==> src/rtl/tbr_pkg.sv <==
package tbr_pkg;

  // Run sequencer state
  typedef enum logic [0:0] {
    SEQ_IDLE  = 1'b0,
    SEQ_BURST = 1'b1
  } seq_state_e;

  // Classification of the current bus write
  typedef enum logic [2:0] {
    HIT_NONE  = 3'd0,
    HIT_PLAIN = 3'd1,
    HIT_CTRL  = 3'd2,
    HIT_ENA   = 3'd3,
    HIT_WIN   = 3'd4
  } hit_e;

endpackage

==> src/rtl/tbr_cfg.sv <==
module tbr_cfg
  import tbr_pkg::*;
#(
  parameter int unsigned ADDR_W    = 5,
  parameter int unsigned DATA_W    = 16,
  parameter int unsigned LEN_W     = 5,
  parameter int unsigned LEN_LSB   = 8,
  parameter int unsigned CTRL_ADDR = 20,
  parameter int unsigned ENA_ADDR  = 21,
  parameter int unsigned WIN_ADDR  = 22
) (
  input  logic              clk,
  input  logic              rst_n,
  input  logic              bus_we,
  input  logic [ADDR_W-1:0] bus_addr,
  input  logic [DATA_W-1:0] bus_wdata,
  output hit_e              hit,
  output logic [ADDR_W-1:0] base_q,
  output logic [LEN_W-1:0]  len_m1_q,
  output logic              ude_q
);

  localparam logic [ADDR_W-1:0] CTRL_A = ADDR_W'(CTRL_ADDR);
  localparam logic [ADDR_W-1:0] ENA_A  = ADDR_W'(ENA_ADDR);
  localparam logic [ADDR_W-1:0] WIN_A  = ADDR_W'(WIN_ADDR);

  logic [ADDR_W-1:0] base_d;
  logic [LEN_W-1:0]  len_m1_d;
  logic              ude_d;
  logic              ctrl_en;
  logic              ena_en;
  logic              unused_wdata;

  // Address decode of the incoming write
  always_comb begin
    hit = HIT_NONE;
    if (bus_we) begin
      unique case (bus_addr)
        CTRL_A:  hit = HIT_CTRL;
        ENA_A:   hit = HIT_ENA;
        WIN_A:   hit = HIT_WIN;
        default: hit = HIT_PLAIN;
      endcase
    end
  end

  assign ctrl_en = (hit == HIT_CTRL);
  assign ena_en  = (hit == HIT_ENA);

  // Next-state values for the configuration fields
  always_comb begin
    base_d   = bus_wdata[ADDR_W-1:0];
    len_m1_d = bus_wdata[LEN_LSB +: LEN_W];
    ude_d    = bus_wdata[0];
  end

  assign unused_wdata = ^bus_wdata;

  always_ff @(posedge clk or negedge rst_n) begin
    if (!rst_n) begin
      base_q   <= '0;
      len_m1_q <= '0;
    end else if (ctrl_en) begin
      base_q   <= base_d;
      len_m1_q <= len_m1_d;
    end
  end

  always_ff @(posedge clk or negedge rst_n) begin
    if (!rst_n) begin
      ude_q <= 1'b0;
    end else if (ena_en) begin
      ude_q <= ude_d;
    end
  end

endmodule

==> src/rtl/tbr_seq.sv <==
module tbr_seq
  import tbr_pkg::*;
#(
  parameter int unsigned LEN_W = 5
) (
  input  logic             clk,
  input  logic             rst_n,
  input  logic             upd_evt,
  input  logic             ude,
  input  logic             win_wr,
  input  logic [LEN_W-1:0] len_m1,
  output logic             busy,
  output logic [LEN_W-1:0] idx_q
);

  seq_state_e       state_q;
  seq_state_e       state_d;
  logic [LEN_W-1:0] idx_d;
  logic             idx_en;
  logic             last_wr;

  assign last_wr = win_wr && (idx_q == len_m1);

  // Next-state logic: update events only count while idle
  always_comb begin
    state_d = state_q;
    idx_d   = idx_q;
    idx_en  = 1'b0;
    unique case (state_q)
      SEQ_IDLE: begin
        if (upd_evt && ude) begin
          state_d = SEQ_BURST;
          idx_d   = '0;
          idx_en  = 1'b1;
        end
      end
      SEQ_BURST: begin
        if (last_wr) begin
          state_d = SEQ_IDLE;
          idx_d   = '0;
          idx_en  = 1'b1;
        end else if (win_wr) begin
          idx_d   = idx_q + 1'b1;
          idx_en  = 1'b1;
        end
      end
      default: begin
        state_d = SEQ_IDLE;
        idx_d   = '0;
        idx_en  = 1'b1;
      end
    endcase
  end

  always_ff @(posedge clk or negedge rst_n) begin
    if (!rst_n) begin
      state_q <= SEQ_IDLE;
    end else begin
      state_q <= state_d;
    end
  end

  always_ff @(posedge clk or negedge rst_n) begin
    if (!rst_n) begin
      idx_q <= '0;
    end else if (idx_en) begin
      idx_q <= idx_d;
    end
  end

  assign busy = (state_q == SEQ_BURST);

endmodule

==> src/rtl/tbr_route.sv <==
module tbr_route
  import tbr_pkg::*;
#(
  parameter int unsigned NUM_REGS = 20,
  parameter int unsigned ADDR_W   = 5,
  parameter int unsigned DATA_W   = 16,
  parameter int unsigned LEN_W    = 5
) (
  input  logic              clk,
  input  logic              rst_n,
  input  hit_e              hit,
  input  logic [ADDR_W-1:0] bus_addr,
  input  logic [DATA_W-1:0] bus_wdata,
  input  logic [ADDR_W-1:0] base,
  input  logic [LEN_W-1:0]  idx,
  output logic              reg_we_q,
  output logic [ADDR_W-1:0] reg_addr_q,
  output logic [DATA_W-1:0] reg_data_q
);

  localparam int unsigned SUM_W = ((LEN_W > ADDR_W) ? LEN_W : ADDR_W) + 1;
  localparam logic [SUM_W-1:0] LIMIT = SUM_W'(NUM_REGS);

  logic [SUM_W-1:0]  target;
  logic [SUM_W-1:0]  plain_wide;
  logic              we_d;
  logic [ADDR_W-1:0] addr_d;

  // Window target: start offset plus run index, kept wide to see overflow
  assign target     = SUM_W'(base) + SUM_W'(idx);
  assign plain_wide = SUM_W'(bus_addr);

  always_comb begin
    we_d   = 1'b0;
    addr_d = bus_addr;
    unique case (hit)
      HIT_WIN: begin
        addr_d = target[ADDR_W-1:0];
        we_d   = (target < LIMIT);
      end
      HIT_PLAIN: begin
        we_d   = (plain_wide < LIMIT);
      end
      default: begin
        we_d   = 1'b0;
      end
    endcase
  end

  always_ff @(posedge clk or negedge rst_n) begin
    if (!rst_n) begin
      reg_we_q <= 1'b0;
    end else begin
      reg_we_q <= we_d;
    end
  end

  always_ff @(posedge clk or negedge rst_n) begin
    if (!rst_n) begin
      reg_addr_q <= '0;
      reg_data_q <= '0;
    end else if (we_d) begin
      reg_addr_q <= addr_d;
      reg_data_q <= bus_wdata;
    end
  end

endmodule

==> src/rtl/tmr_burst_redirect.sv <==
module tmr_burst_redirect
  import tbr_pkg::*;
#(
  parameter int unsigned NUM_REGS    = 20,
  parameter int unsigned ADDR_W      = 5,
  parameter int unsigned DATA_W      = 16,
  parameter int unsigned LEN_W       = 5,
  parameter int unsigned LEN_LSB     = 8,
  parameter int unsigned CTRL_ADDR   = 20,
  parameter int unsigned ENA_ADDR    = 21,
  parameter int unsigned WIN_ADDR    = 22,
  parameter int unsigned SYNC_STAGES = 2
) (
  input  logic              clk,
  input  logic              rst_n,
  input  logic              upd_evt,
  input  logic              bus_we,
  input  logic [ADDR_W-1:0] bus_addr,
  input  logic [DATA_W-1:0] bus_wdata,
  output logic              dma_req,
  output logic              reg_we,
  output logic [ADDR_W-1:0] reg_waddr,
  output logic [DATA_W-1:0] reg_wdata
);

  logic              rst_n_s;
  hit_e              hit;
  logic [ADDR_W-1:0] base_q;
  logic [LEN_W-1:0]  len_m1_q;
  logic              ude_q;
  logic [LEN_W-1:0]  idx_q;
  logic              win_wr;

  // Reset: asserted asynchronously, released on the clock
  generate
    if (SYNC_STAGES < 2) begin : g_sync_one
      logic sync_q;
      always_ff @(posedge clk or negedge rst_n) begin
        if (!rst_n) sync_q <= 1'b0;
        else        sync_q <= 1'b1;
      end
      assign rst_n_s = sync_q;
    end else begin : g_sync_chain
      logic [SYNC_STAGES-1:0] sync_q;
      always_ff @(posedge clk or negedge rst_n) begin
        if (!rst_n) sync_q <= '0;
        else        sync_q <= {sync_q[SYNC_STAGES-2:0], 1'b1};
      end
      assign rst_n_s = sync_q[SYNC_STAGES-1];
    end
  endgenerate

  tbr_cfg #(
    .ADDR_W   (ADDR_W),
    .DATA_W   (DATA_W),
    .LEN_W    (LEN_W),
    .LEN_LSB  (LEN_LSB),
    .CTRL_ADDR(CTRL_ADDR),
    .ENA_ADDR (ENA_ADDR),
    .WIN_ADDR (WIN_ADDR)
  ) u_cfg (
    .clk      (clk),
    .rst_n    (rst_n_s),
    .bus_we   (bus_we),
    .bus_addr (bus_addr),
    .bus_wdata(bus_wdata),
    .hit      (hit),
    .base_q   (base_q),
    .len_m1_q (len_m1_q),
    .ude_q    (ude_q)
  );

  assign win_wr = (hit == HIT_WIN);

  tbr_seq #(
    .LEN_W(LEN_W)
  ) u_seq (
    .clk    (clk),
    .rst_n  (rst_n_s),
    .upd_evt(upd_evt),
    .ude    (ude_q),
    .win_wr (win_wr),
    .len_m1 (len_m1_q),
    .busy   (dma_req),
    .idx_q  (idx_q)
  );

  tbr_route #(
    .NUM_REGS(NUM_REGS),
    .ADDR_W  (ADDR_W),
    .DATA_W  (DATA_W),
    .LEN_W   (LEN_W)
  ) u_route (
    .clk       (clk),
    .rst_n     (rst_n_s),
    .hit       (hit),
    .bus_addr  (bus_addr),
    .bus_wdata (bus_wdata),
    .base      (base_q),
    .idx       (idx_q),
    .reg_we_q  (reg_we),
    .reg_addr_q(reg_waddr),
    .reg_data_q(reg_wdata)
  );

endmodule

==> config.mk <==
export PLATFORM = sky130hd
export DESIGN_NAME = tmr_burst_redirect
export DESIGN_NICKNAME = d
export VERILOG_FILES = /design/src/rtl/tbr_pkg.sv /design/src/rtl/tbr_cfg.sv /design/src/rtl/tbr_seq.sv /design/src/rtl/tbr_route.sv /design/src/rtl/tmr_burst_redirect.sv
export SDC_FILE = /design/constraint.sdc
export NUM_CORES = 1
export LEC_CHECK = 0
export BUFFER_PORTS_ARGS = -buffer_cell sky130_fd_sc_hd__buf_2
export CORE_UTILIZATION = 35
export CTS_CLUSTER_DIAMETER = 50
export DETAILED_ROUTE_END_ITERATION = 12
export GPL_ROUTABILITY_DRIVEN = 0
export RECOVER_POWER = 100
export SLEW_MARGIN = 20
export SYNTH_ARGS = -nofsm -noshare
export SYNTH_HDL_FRONTEND = slang
export SYNTH_SLANG_ARGS = --single-unit
==> constraint.sdc <==
create_clock -name clk -period 1.4 [get_ports clk]
set_input_delay 0.14 -clock clk [delete_from_list [all_inputs] [get_ports clk]]
set_output_delay 0.14 -clock clk [all_outputs]
set_load 0.05 [all_outputs]
# Word level (Yosys, flattened, before mapping)
# Index checks and enable logic that the tools add are counted.
dict set report totals {
  regBits 41
  input_bits 25
  output_inout_bits 23
  elab_cells 41
}
dict set report classes {
  add_sub_neg 2
  magnitude_cmp 2
  n_eq_ne 10
  muxes 14
  bitwise 1
  reduce_logical 3
}
# op count
set op_table {}
lappend op_table {{5-bit two-way mux} 4}
lappend op_table {{5-bit == test, second input constant} 3}
lappend op_table {{5-bit case mux with 2 select lines} 1}
lappend op_table {{3-bit case mux with 3 select lines} 1}
lappend op_table {{5-bit by 5-bit adder with 6-bit output} 1}
lappend op_table {{3-bit by 2-bit == test with 1-bit output, second input constant} 2}
lappend op_table {{6-bit by 5-bit < comparator with 1-bit output, second input constant} 1}
lappend op_table {{1-bit case mux with 2 select lines} 3}
lappend op_table {{5-bit by 1-bit adder with 5-bit output, second input constant} 1}
lappend op_table {{5-bit == test} 1}
lappend op_table {{5-bit < comparator, second input constant} 1}
lappend op_table {{1-bit two-way mux} 4}
lappend op_table {{3-bit by 1-bit == test with 1-bit output, second input constant} 1}
lappend op_table {{3-bit == test, second input constant} 1}
lappend op_table {{3-bit two-way mux} 1}
lappend op_table {{3-bit by 2-bit inequality test with 1-bit output, second input constant} 1}
lappend op_table {{3-bit AND reduction} 1}
lappend op_table {{1-bit logical AND} 2}
lappend op_table {{2-bit by 1-bit inequality test with 1-bit output, second input constant} 1}
lappend op_table {{1-bit NOT} 1}

# Depth between registers and ports, before layout
# Gate-level depths: netlist of the first run.
dict set report logic_depth {
  depth_word 8
  mapped_depth 9
  mapped_depth_nobuf 8
}

# Hierarchy
# A second synthesis of the first run with hierarchy kept.
dict set report unflattened {
  cells_unflattened 160
  area_unflattened_um2 2104.5
}
# module instances cells_each area_each_um2 seq_area_each_um2
set modules_own_cells {}
lappend modules_own_cells {tbr_route 1 87 1134.8 550.5}
lappend modules_own_cells {tbr_cfg 1 30 511.7 275.3}
lappend modules_own_cells {tbr_seq 1 39 391.6 150.1}
lappend modules_own_cells {tmr_burst_redirect 1 4 66.3 50.0}

# Worst setup path before layout of the first run
# Ideal clock, no wire load.
dict set report synth_timing {
  kind {register to register}
  from {register u_seq.idx_q[0]}
  to {register u_route.reg_data_q[10]}
  arrival_ns 2.309
  slack_ns -1.034
  stages_incl_launch_ff 9
  cell_sequence {dfrtp_1 ha_1 inv_1 fa_1 xnor2_1 or3b_4 a41oi_4 buf_12 mux2_4}
}
dict set report synth_between {
  elab_chain_cells 3
}
# item line
set synth_lines {}
lappend synth_lines {{start: declaration} tbr_seq.sv:13} ;# output logic [LEN_W-1:0] idx_q
lappend synth_lines {{start signal: assignment} tbr_seq.sv:67} ;# idx_q <= idx_d;
lappend synth_lines {{5-bit by 5-bit adder with 6-bit output} tbr_route.sv:30} ;# assign target = SUM_W'(base) + SUM_W'(idx);
lappend synth_lines {{6-bit by 5-bit < comparator with 1-bit output} tbr_route.sv:39} ;# we_d = (target < LIMIT);
lappend synth_lines {{1-bit case mux with 2 select lines} tbr_route.sv:36} ;# unique case (hit)
lappend synth_lines {{end signal: assignment} tbr_route.sv:64} ;# reg_data_q <= bus_wdata;
lappend synth_lines {{end: declaration} tbr_route.sv:18} ;# output logic [DATA_W-1:0] reg_data_q
# Every way passes these cells.
# A chain may end at the register's enable or synchronous reset.

# Final worst setup path of the first run
dict set report layout_timing {
  from {register u_seq.idx_q[2]}
  to {register u_route.reg_data_q[14]}
}
# The elaborated chain is that of the path after synthesis.

==> load_flow_metrics.sql, run 1 <==
INSERT INTO impl_metrics (metric_group, metric, value, unit) VALUES
('status', 'status', 'complete, but fails checks', ''),
('status', 'failed_checks', 'setup timing', ''),
('drt', 'routed_via_density', '4.597', ''),
('setup_path', 'critical_path.top_delay_family', 'simple AND/OR/NAND/NOR gates', ''),
('job', 'max_cap_viol_count', '0', ''),
('synth', 'synth.area.top_cells', 'dfrtp_1, mux2_4, mux2_2, ha_1, o21ai_0', ''),
('setup_path', 'rr_endpoint', 'u_route.reg_data_q[14]', ''),
('synth', 'total_of_flip_flops_plus_latches_after_synthesis', '41', ''),
('synth', 'post-synth-top-area-fraction', '0.5100', ''),
('timing', 'setup_violations', '28', ''),
('pwr', 'netSwitchingFraction', '0.4239', ''),
('setup_path', 'worst_path_required_time', '1570', 'ps'),
('timing', 'maxClockFrequency', '0.4316', 'GHz'),
('finish', 'drive_gt1_frac', '0.5394', ''),
('timing', 'finalHoldViolCount', '0', ''),
('synth', 'synthArstFlopShare', '1.000', ''),
('setup_path', 'critical_path.cell_chain', 'ha_2 > nand3_2 > and2_4 > or3b_4 > a41oi_4 > buf_12 > mux2_4', ''),
('synth', 'postSynthAreaPerCell', '13.06', 'sq um'),
('global_routing', 'grt_pass1_vias', '1431', ''),
('setup_path', 'worst_r2r_startpoint', 'u_seq.idx_q[2]', ''),
('placed_design', 'portBuffers', '47', ''),
('drt', 'drt-wirelength-per-cell', '12.86', 'microns'),
('finish', 'fillerInstances', '523', ''),
('finish', 'layout.core_utilization', '0.5093', ''),
('global_routing', 'grt_max_degree', '23', ''),
('drt', 'firstDrtPassIters', '4', ''),
('global_routing', 'overflow', '0', ''),
('clock_network', 'cts_buffers', '5', ''),
('setup_path', 'cell_at_the_slowest_stage_of_the_critical_path', 'ha_2', ''),
('timing', 'fin_crit_sh', '1.655', ''),
('placed_design', 'place_area', '0.002582', 'sq mm'),
('synth', 'netlist.top_cell.by_area', 'dfrtp_1', ''),
('setup_path', 'critPathLaunchType', 'flip-flop', ''),
('hold_path', 'holdPathStages', '2', ''),
('synth', 'synth_cells', '154', ''),
('clock_network', 'clock_sinks', '41', ''),
('pwr', 'irDropWorstVdd', '0.001400', 'V'),
('placed_design', 'place_worst_setup_slack', '-938.2', 'ps'),
('timing', 'clock_skew', '4.558', 'ps'),
('synth', 'synth.net_count', '186', ''),
('die', 'floorplan.die.height', '77.82', 'microns'),
('synth', 'yosys.cell_types.count', '35', ''),
('drt', 'wl_met3', '197', 'microns'),
('setup_path', 'rr_worst_depth', '7', ''),
('synth', 'synth_seq_area_share', '0.5100', ''),
('die', 'floorplan.core_area', '0.005540', 'sq mm'),
('die', 'initial_core_util', '0.3631', ''),
('drt', 'routed-via-count', '1439', ''),
('clock_network', 'clock_path_buffers', '2', ''),
('clock_network', 'clock_insertion_delay_worst_skew', '280', 'ps'),
('clock_network', 'clk_root_buffer_cell', 'clkbuf_8', ''),
('pwr', 'power.leakage', '1.366', 'nW'),
('timing', 'rsz0062_at_grt', 'yes', ''),
('setup_path', 'worst-path-buf-inv', '1', ''),
('setup_path', 'critical_path.endpoint_type', 'flip-flop', ''),
('global_routing', 'antenna_found_initial', '0', ''),
('die', 'design.die.area', '0.006056', 'sq mm'),
('clock_network', 'cts_max_level', '2', ''),
('die', 'floorplan.die.width', '77.82', 'microns'),
('setup_path', 'reg2reg_slack', '-920', 'ps'),
('timing', 'worst_setup_slack_after_layout', '-917.1', 'ps'),
('drt', 'routed-wl-met2', '1891', 'microns'),
('pwr', 'pwr_density_cell', '2346', 'mW/mm^2'),
('finish', 'final_nets', '272', ''),
('pwr', 'switching_power', '2.806', 'mW'),
('pwr', 'clock_network_fraction_of_design_power', '0.170', ''),
('synth', 'synthesis.yosys.warnings', '0', ''),
('drt', 'wl_met1', '1921', 'microns'),
('drt', 'detail_route.drc_violations', '0', ''),
('setup_path', 'class_of_the_most_critical_setup_path', 'reg2reg', ''),
('finish', 'insertedDiodeCount', '0', '');
-- layout make-up --
type,count,area [sq um],share of cell area
repair buffers,82,523.0,0.1854
clock buffers,5,68.82,0.02439
clock inverters,3,68.82,0.02439
well taps,72,90.09,0.03193
multi-input cells,102,1013,0.3592
flip-flops and latches,41,1027,0.3641
inverters,8,30.03,0.01064
-- cell usage after synthesis (all sizes together), types with 2 or more instances --
cell type / instances
a21o: 2
a21oi: 7
a41oi: 2
buf: 2
dfrtp: 41
ha: 6
inv: 8
mux2: 27
mux2i: 4
nand2: 9
nand2b: 3
nand3: 5
nor2: 3
nor3: 4
o21ai: 9
xnor2: 5
xor2: 3
-- power groups by stage --
stage               Clock (mW)  Combinational [mW]  Sequential, mW
floorplan                    0                1.29            3.12
global placement             0                3.35            1.91
detailed placement           0                3.39            1.90
CTS                       1.16                3.46            1.90
global route              1.22                3.81            1.96
finish                    1.13                3.59            1.90
-- through the flow --
step	cells	setup TNS (ps)	power, mW	hold WS [ps]
finish	313	-20210	6.620	77.68
global route	313	-22490	6.983	60.98
CTS	308	-19660	6.528	68.27
detailed placement	299	-20850	5.294	-72.75
global placement	299	-19880	5.259	-73.40
floorplan	154	-19970	4.408	-155.6
-- registers in the layout, indices dropped and copies added, names as in the netlist --
signal	cells
u_route.reg_addr_q	5
u_cfg.len_m1_q	5
u_seq.idx_q	5
u_seq.busy	1
g_sync_chain.sync_q	2
u_cfg.base_q	5
u_route.reg_data_q	16
u_route.reg_we_q	1
u_cfg.ude_q	1
-- repair_timing --
item	4_1_cts	5_1_grt
setup buffers	0	6
hold buffers	1	0
resized for setup	6	13
hold endpoints to repair	2	0
setup endpoints to repair	28	28
cloned	0	0
pin swaps	0	1
-- worst max path at each step --
stage	from	to	slack (ps)	depth (start not counted)
2_1_floorplan	u_seq.idx_q[0]	u_route.reg_data_q[10]	-970	8
3_3_place_gp	u_seq.idx_q[2]	u_route.reg_data_q[1]	-900	7
3_5_place_dp	u_seq.idx_q[2]	u_route.reg_data_q[1]	-940	7
4_1_cts	u_cfg.base_q[0]	u_route.reg_data_q[14]	-940	9
5_1_grt	u_cfg.base_q[0]	u_route.reg_data_q[14]	-1000	8
6_report	u_seq.idx_q[2]	u_route.reg_data_q[14]	-920	7
-- per-layer routing --
layer,GRT usage,up-vias
met5,0,-
met4,0.03396,0
met3,0.03647,2
met2,0.2327,40
met1,0.1882,680
li1,-,717
-- kinds of logic after synthesis --
family                     count (synthesis)  synth area share
DFF                                       41            0.5099
muxes                                     31            0.1990
and+or+nand+nor                           30           0.08334
AOI/OAI and AO/OA                         25           0.08707
buffers and inverters                     11           0.03669
xor gates and xnor gates                   8           0.03483
adders and majority gates                  7           0.04726
other                                      1          0.001864
(Power assumes the default switching activity.)
==> inputs of run 2 (changes only) <==
--- a/config.mk
+++ b/config.mk
@@ -11,6 +11,7 @@
 export DETAILED_ROUTE_END_ITERATION = 12
 export GPL_ROUTABILITY_DRIVEN = 0
 export RECOVER_POWER = 100
+export SKIP_LAST_GASP = 1
 export SLEW_MARGIN = 20
 export SYNTH_ARGS = -nofsm -noshare
 export SYNTH_HDL_FRONTEND = slang
==> run 2 against run 1 <==
The run still ends with setup timing left. Sequential power hardly changed. Largest cell class unchanged. Critical path depth is 1 higher. Power is 2.1% lower. Highest routed layer unchanged.
==> load_flow_metrics.sql, run 2 (synthesis results as in run 1) <==
INSERT INTO impl_metrics (metric_group, metric, value, unit) VALUES
('status', 'status', 'complete, but fails checks', ''),
('status', 'failed_checks', 'setup timing', ''),
('placed_design', 'post-dp-hpwl', '3095', 'microns'),
('clock_network', 'cts_max_level', '2', ''),
('setup_path', 'cpPeakStageDelay', '380', 'ps'),
('drt', 'antenna_violating_nets_post_route', '0', ''),
('timing', 'final-max-slew-violation-count', '0', ''),
('timing', 'finalHoldViolCount', '0', ''),
('global_routing', 'grt_first_pass_wirelength', '6555', 'microns'),
('placed_design', 'portBuffers', '47', ''),
('setup_path', 'critical_path.cell_chain', 'ha_2 > inv_2 > fa_2 > xnor2_2 > or3b_4 > a41oi_4 > buf_12 > mux2_2', ''),
('setup_path', 'worst_r2r_startpoint', 'u_cfg.base_q[0]', ''),
('setup_path', 'critPathLaunch', 'u_cfg.base_q[0]', ''),
('timing', 'worst-slew-pin-transition', '729.3', 'ps'),
('timing', 'max-slew-margin-rel', '0.5138', ''),
('timing', 'fin_crit_sh', '1.664', ''),
('clock_network', 'clock_path_buffers', '2', ''),
('finish', 'fillerInstances', '531', ''),
('finish', 'final_cell_mix', 'dfrtp_1, buf_4, buf_2', ''),
('drt', 'drt-wirelength-per-cell', '12.70', 'microns'),
('setup_path', 'worst_path_required_time', '1580', 'ps'),
('timing', 'worst_setup_slack_after_layout', '-930.2', 'ps'),
('die', 'rows', '27', ''),
('hold_path', 'timing.hold.worst.start', 'bus_wdata[1]', ''),
('pwr', 'irDropWorstVdd', '0.001371', 'V'),
('clock_network', 'clock_sinks', '41', ''),
('global_routing', 'overflow', '0', ''),
('finish', 'multi_input_area', '980.9', 'sq um'),
('setup_path', 'critPathLaunchType', 'flip-flop', ''),
('timing', 'finalWorstPathRequiredPeriod', '2330', 'ps'),
('setup_path', 'cell_at_the_slowest_stage_of_the_critical_path', 'or3b_4', ''),
('finish', 'drive_gt1_frac', '0.4855', ''),
('job', 'max_cap_viol_count', '0', ''),
('placed_design', 'place_worst_setup_slack', '-938.2', 'ps'),
('timing', 'setup_tns', '-20480', 'ps'),
('setup_path', 'rr_worst_depth', '8', ''),
('setup_path', 'cp_data_arrival_time', '2510', 'ps'),
('pwr', 'pwr_density_cell', '2342', 'mW/mm^2'),
('drt', 'detail_route.drc_violations', '0', ''),
('die', 'floorplan.core_area', '0.005540', 'sq mm'),
('timing', 'clock_skew', '6.226', 'ps'),
('setup_path', 'worst-path-stages', '8', ''),
('finish', 'leading_cell_type_in_the_layout_fill_and_taps_excluded', 'dfrtp_1', ''),
('global_routing', 'global_route.usage.total', '0.1407', ''),
('timing', 'setup_violations', '28', ''),
('setup_path', 'highest_fanout_seen_on_the_critical_path', '11', ''),
('die', 'floorplan.die.height', '77.82', 'microns'),
('clock_network', 'cts_buffers', '5', ''),
('hold_path', 'holdPathStages', '3', ''),
('setup_path', 'critical_path.top_delay_family', 'adder cells', ''),
('placed_design', 'place_area', '0.002582', 'sq mm'),
('drt', 'drtIter0Drc', '51', ''),
('timing', 'maxClockFrequency', '0.4291', 'GHz'),
('finish', 'seq_area', '0.001027', 'sq mm'),
('drt', 'routed_via_density', '4.601', ''),
('setup_path', 'class_of_the_most_critical_setup_path', 'reg2reg', ''),
('pwr', 'power.leakage', '1.321', 'nW'),
('global_routing', 'antenna_found_initial', '0', ''),
('finish', 'final_nets', '272', ''),
('finish', 'syn_to_final_growth', '37.56', '%'),
('die', 'floorplan.die.width', '77.82', 'microns'),
('global_routing', 'grt_max_degree', '23', ''),
('clock_network', 'tritoncts', 'built', ''),
('die', 'pin_count', '48', ''),
('clock_network', 'cts.clk_slew.worst_paths', '80', 'ps'),
('finish', 'design_area', '0.002768', 'sq mm'),
('setup_path', 'critical_path.endpoint_type', 'flip-flop', ''),
('finish', 'largest_reg_flops', '16', ''),
('setup_path', 'worst-path-buf-inv', '2', ''),
('global_routing', 'grt_pass1_vias', '1415', ''),
('die', 'initial_core_util', '0.3631', ''),
('clock_network', 'clk_root_buffer_cell', 'clkbuf_8', ''),
('finish', 'top_register', 'u_route.reg_data_q', ''),
('clock_network', 'clock_insertion_delay_worst_skew', '290', 'ps'),
('drt', 'firstDrtPassIters', '4', ''),
('drt', 'routed-via-count', '1440', ''),
('drt', 'route.final.wire_length', '3975', 'microns'),
('finish', 'insertedDiodeCount', '0', ''),
('die', 'design.die.area', '0.006056', 'sq mm'),
('hold_path', 'hold_path_class', 'in2reg', ''),
('timing', 'rsz0062_at_grt', 'yes', ''),
('finish', 'layout.core_utilization', '0.4995', '');
[run 2: stage by stage]
step / hold slack [ps] / std cells / total power [mW]
after floorplan: -155.6 / 154 / 4.408
after global placement: -73.40 / 299 / 5.259
after detailed placement: -72.75 / 299 / 5.294
after CTS: 68.06 / 308 / 6.484
after global routing: 60.98 / 313 / 6.838
final: 71.05 / 313 / 6.482
[run 2: path summary, 6_finish.rpt]
kind / end / slack, ps
max: u_route.reg_data_q[1] / -930
min: u_cfg.base_q[1] / 70
min reg2reg: u_seq.idx_q[1] / 300
max in group asynchronous: u_cfg.base_q[1] / 260
min in group asynchronous: g_sync_chain.sync_q[1] / 170
max reg2reg: u_route.reg_data_q[1] / -930
[run 2: worst reg2reg max path, stage by stage, from the launching register on]
cell and delay (ps):
dfrtp_1 370, ha_2 190, inv_2 40, fa_2 350
xnor2_2 150, or3b_4 380, a41oi_4 220, buf_12 190
mux2_2 340
[run 2: layer usage]
layer  GRT usage  routed length, microns
met3     0.03647                     197
met4     0.03396                      14
met2      0.2301                    1857
met1      0.1850                    1906
met5           0                       0
[run 2: layout make-up]
cell class | instances | share of cell area
Inverter | 8 | 0.01085
Sequential cell | 41 | 0.3712
Timing Repair Buffer | 82 | 0.1813
Multi-Input combinational cell | 102 | 0.3544
Tap cell | 72 | 0.03255
Clock buffer | 5 | 0.02486
Clock inverter | 3 | 0.02486
[run 2: where the power goes]
part	internal (mW)	switching (mW)
Sequential	1.64	0.268
Clock	0.718	0.413
Combinational	1.36	2.09
[run 2: what timing repair did]
item	CTS	global route
endpoints found under the setup margin	28	28
hold buffers	1	0
endpoints found under the hold margin	2	0
pin swaps	0	1
gates resized for setup	3	6
buffers inserted	0	6
==> inputs of run 3 (changes only) <==
--- a/config.mk
+++ b/config.mk
@@ -6,10 +6,11 @@
 export NUM_CORES = 1
 export LEC_CHECK = 0
 export BUFFER_PORTS_ARGS = -buffer_cell sky130_fd_sc_hd__buf_2
-export CORE_UTILIZATION = 35
+export CORE_UTILIZATION = 53
 export CTS_CLUSTER_DIAMETER = 50
 export DETAILED_ROUTE_END_ITERATION = 12
 export GPL_ROUTABILITY_DRIVEN = 0
+export PLACE_DENSITY = 0.79
 export RECOVER_POWER = 100
 export SKIP_LAST_GASP = 1
 export SLEW_MARGIN = 20
==> run 3 against run 2 <==
The flow still finishes with violations (setup timing). Final area about the same. Setup slack got worse by 79 ps. Clock skew increased by 0.93 ps. Routed wire length increased by 12%. Final cell count decreased by 8.3%. Critical path type unchanged. Highest routed layer unchanged.
==> load_flow_metrics.sql, run 3 (synthesis results as in run 1) <==
INSERT INTO impl_metrics (metric_group, metric, value, unit) VALUES
('setup_path', 'reg2reg_slack', '-1010', 'ps'),
('drt', 'route.final.wire_length', '4462', 'microns'),
('setup_path', 'highest_fanout_seen_on_the_critical_path', '10', ''),
('die', 'design.die.area', '0.004046', 'sq mm'),
('global_routing', 'global_route.usage.total', '0.2422', ''),
('status', 'status', 'complete, but fails checks', ''),
('clock_network', 'cts_buffers', '5', ''),
('pwr', 'combinationalPowerShare', '0.555', ''),
('finish', 'largest_reg_flops', '16', ''),
('setup_path', 'cp_data_arrival_time', '2590', 'ps'),
('finish', 'top_register', 'u_route.reg_data_q', ''),
('die', 'rows', '22', ''),
('setup_path', 'critical_path.endpoint_type', 'flip-flop', ''),
('finish', 'insertedDiodeCount', '0', ''),
('timing', 'rsz0062_at_grt', 'yes', ''),
('pwr', 'irDropWorstVdd', '0.001533', 'V'),
('timing', 'worst_hold_slack', '60.54', 'ps'),
('pwr', 'seqPwrFrac', '0.294', ''),
('setup_path', 'class_of_the_most_critical_setup_path', 'reg2reg', ''),
('placed_design', 'place_area', '0.002534', 'sq mm'),
('timing', 'worst_setup_slack_after_layout', '-1009', 'ps'),
('finish', 'syn_to_final_growth', '37.69', '%'),
('drt', 'routed_via_density', '5.328', ''),
('finish', 'layout.core_utilization', '0.7567', ''),
('setup_path', 'cpPeakStageDelay', '390', 'ps'),
('timing', 'finalWorstPathRequiredPeriod', '2409', 'ps'),
('timing', 'setup_tns', '-21940', 'ps'),
('pwr', 'pwr_density_cell', '2372', 'mW/mm^2'),
('clock_network', 'clk_root_buffer_cell', 'clkbuf_8', ''),
('pwr', 'power.leakage', '1.342', 'nW'),
('clock_network', 'clock_sinks', '41', ''),
('timing', 'max-slew-margin-rel', '0.3895', ''),
('drt', 'drtIter0Drc', '64', ''),
('global_routing', 'antenna_found_initial', '0', ''),
('setup_path', 'critical_path.cell_chain', 'ha_2 > inv_2 > fa_2 > xnor2_2 > or3b_4 > a41oi_4 > clkbuf_16 > mux2_2', ''),
('drt', 'routed-via-count', '1529', ''),
('clock_network', 'cts.clk_slew.worst_paths', '80', 'ps'),
('die', 'pin_count', '48', ''),
('finish', 'design_area', '0.002770', 'sq mm'),
('global_routing', 'grt_pass1_vias', '1620', ''),
('hold_path', 'hold_path_class', 'in2reg', ''),
('pwr', 'netSwitchingFraction', '0.4438', ''),
('setup_path', 'critPathLaunchType', 'flip-flop', ''),
('global_routing', 'grt_max_degree', '40', ''),
('drt', 'detail_route.drc_violations', '0', ''),
('die', 'floorplan.core_area', '0.003661', 'sq mm'),
('placed_design', 'post-dp-hpwl', '2986', 'microns'),
('finish', 'drive_gt1_frac', '0.5105', ''),
('clock_network', 'tritoncts', 'built', ''),
('placed_design', 'place_worst_setup_slack', '-956.0', 'ps'),
('timing', 'setup_violations', '28', ''),
('job', 'max_cap_viol_count', '0', ''),
('timing', 'worst-slew-pin-transition', '915.8', 'ps'),
('finish', 'final_cell_mix', 'dfrtp_1, buf_4, buf_2', ''),
('clock_network', 'clock_insertion_delay_worst_skew', '300', 'ps'),
('global_routing', 'grt_first_pass_wirelength', '7238', 'microns'),
('finish', 'leading_cell_type_in_the_layout_fill_and_taps_excluded', 'dfrtp_1', ''),
('clock_network', 'clock_path_buffers', '2', ''),
('global_routing', 'overflow', '0', ''),
('clock_network', 'cts_max_level', '2', ''),
('timing', 'maxClockFrequency', '0.4152', 'GHz'),
('die', 'floorplan.die.width', '63.61', 'microns'),
('setup_path', 'worst_path_required_time', '1580', 'ps'),
('drt', 'drt-wirelength-per-cell', '15.55', 'microns'),
('status', 'failed_checks', 'setup timing', ''),
('timing', 'finalHoldViolCount', '0', ''),
('drt', 'antenna_violating_nets_post_route', '0', ''),
('pwr', 'cell_internal_pwr', '3.654', 'mW'),
('drt', 'firstDrtPassIters', '4', ''),
('pwr', 'switching_power', '2.916', 'mW'),
('pwr', 'clock_network_fraction_of_design_power', '0.151', ''),
('die', 'floorplan.die.height', '63.61', 'microns'),
('timing', 'clock_skew', '7.153', 'ps'),
('setup_path', 'cell_at_the_slowest_stage_of_the_critical_path', 'or3b_4', ''),
('placed_design', 'portBuffers', '47', ''),
('finish', 'final_nets', '270', ''),
('die', 'initial_core_util', '0.5496', ''),
('timing', 'fin_crit_sh', '1.721', ''),
('timing', 'final-max-slew-violation-count', '0', '');
## run 3: changes by cell type in the layout (fill, tap and decap cells not counted), sizes merged
cell | before | now
buf | 52 | 51
bufinv | 2 | 1
clkinvlp | 0 | 1
inv | 9 | 8
## run 3: per-layer routing
metal / wire length [microns] / global-route usage / vias to the layer above
li1: - / - / 709
met1: 1838 / 0.2655 / 737
met2: 2159 / 0.4109 / 62
met3: 261 / 0.07609 / 21
met4: 202 / 0.1364 / 0
met5: 0 / 0 / -
## run 3: worst paths after layout
path                                         from                     end  cells after the start
max in group asynchronous  g_sync_chain.sync_q[1]              u_seq.busy                      1
min                                  bus_wdata[1]         u_cfg.base_q[1]                      3
min in group asynchronous                   rst_n  g_sync_chain.sync_q[0]                      2
max                                u_seq.idx_q[0]   u_route.reg_data_q[2]                      8
min reg2reg                g_sync_chain.sync_q[0]  g_sync_chain.sync_q[1]                      0
max reg2reg                        u_seq.idx_q[0]   u_route.reg_data_q[2]                      8
## run 3: through the flow
step,power [mW],instances
3_3_place_gp,5.199,276
3_5_place_dp,5.293,276
4_1_cts,6.564,286
6_report,6.570,287
2_1_floorplan,4.408,154
5_1_grt,6.866,287
## run 3: layout make-up
type	count	area [sq um]
Sequential cell	41	1027
Tap cell	48	60.06
Clock inverter	2	37.54
Inverter	8	30.03
Clock buffer	6	82.58
Timing Repair Buffer	80	501.7
Fill cell	260	890.9
Multi-Input combinational cell	102	1031
## run 3: power groups by stage
| stage | combinational (mW) | sequential, mW | clock (mW) |
|---|---|---|---|
| floorplan | 1.29 | 3.12 | 0 |
| global placement | 3.31 | 1.89 | 0 |
| detailed placement | 3.38 | 1.91 | 0 |
| CTS | 3.65 | 1.91 | 1.01 |
| global route | 3.82 | 1.99 | 1.06 |
| finish | 3.65 | 1.93 | 0.990 |
## run 3: repair_timing
item                                   in CTS  in global routing
pin swaps                                   4                  0
resized for setup                          16                  2
buffers inserted                            2                  1
endpoints found under the hold margin       2                  0
cloned                                      1                  0
hold buffers                                1                  0
setup endpoints to repair                  28                 28
## run 3: critical path: cells and delay by family, from the launching register on
kind | cells | cell delay [ps]
xor gates and xnor gates | 1 | 160
buffers and inverters | 2 | 270
adders and majority gates | 2 | 570
AOI/OAI and AO/OA | 1 | 210
and+or+nand+nor | 1 | 390
muxes | 1 | 330
DFF | 1 | 360
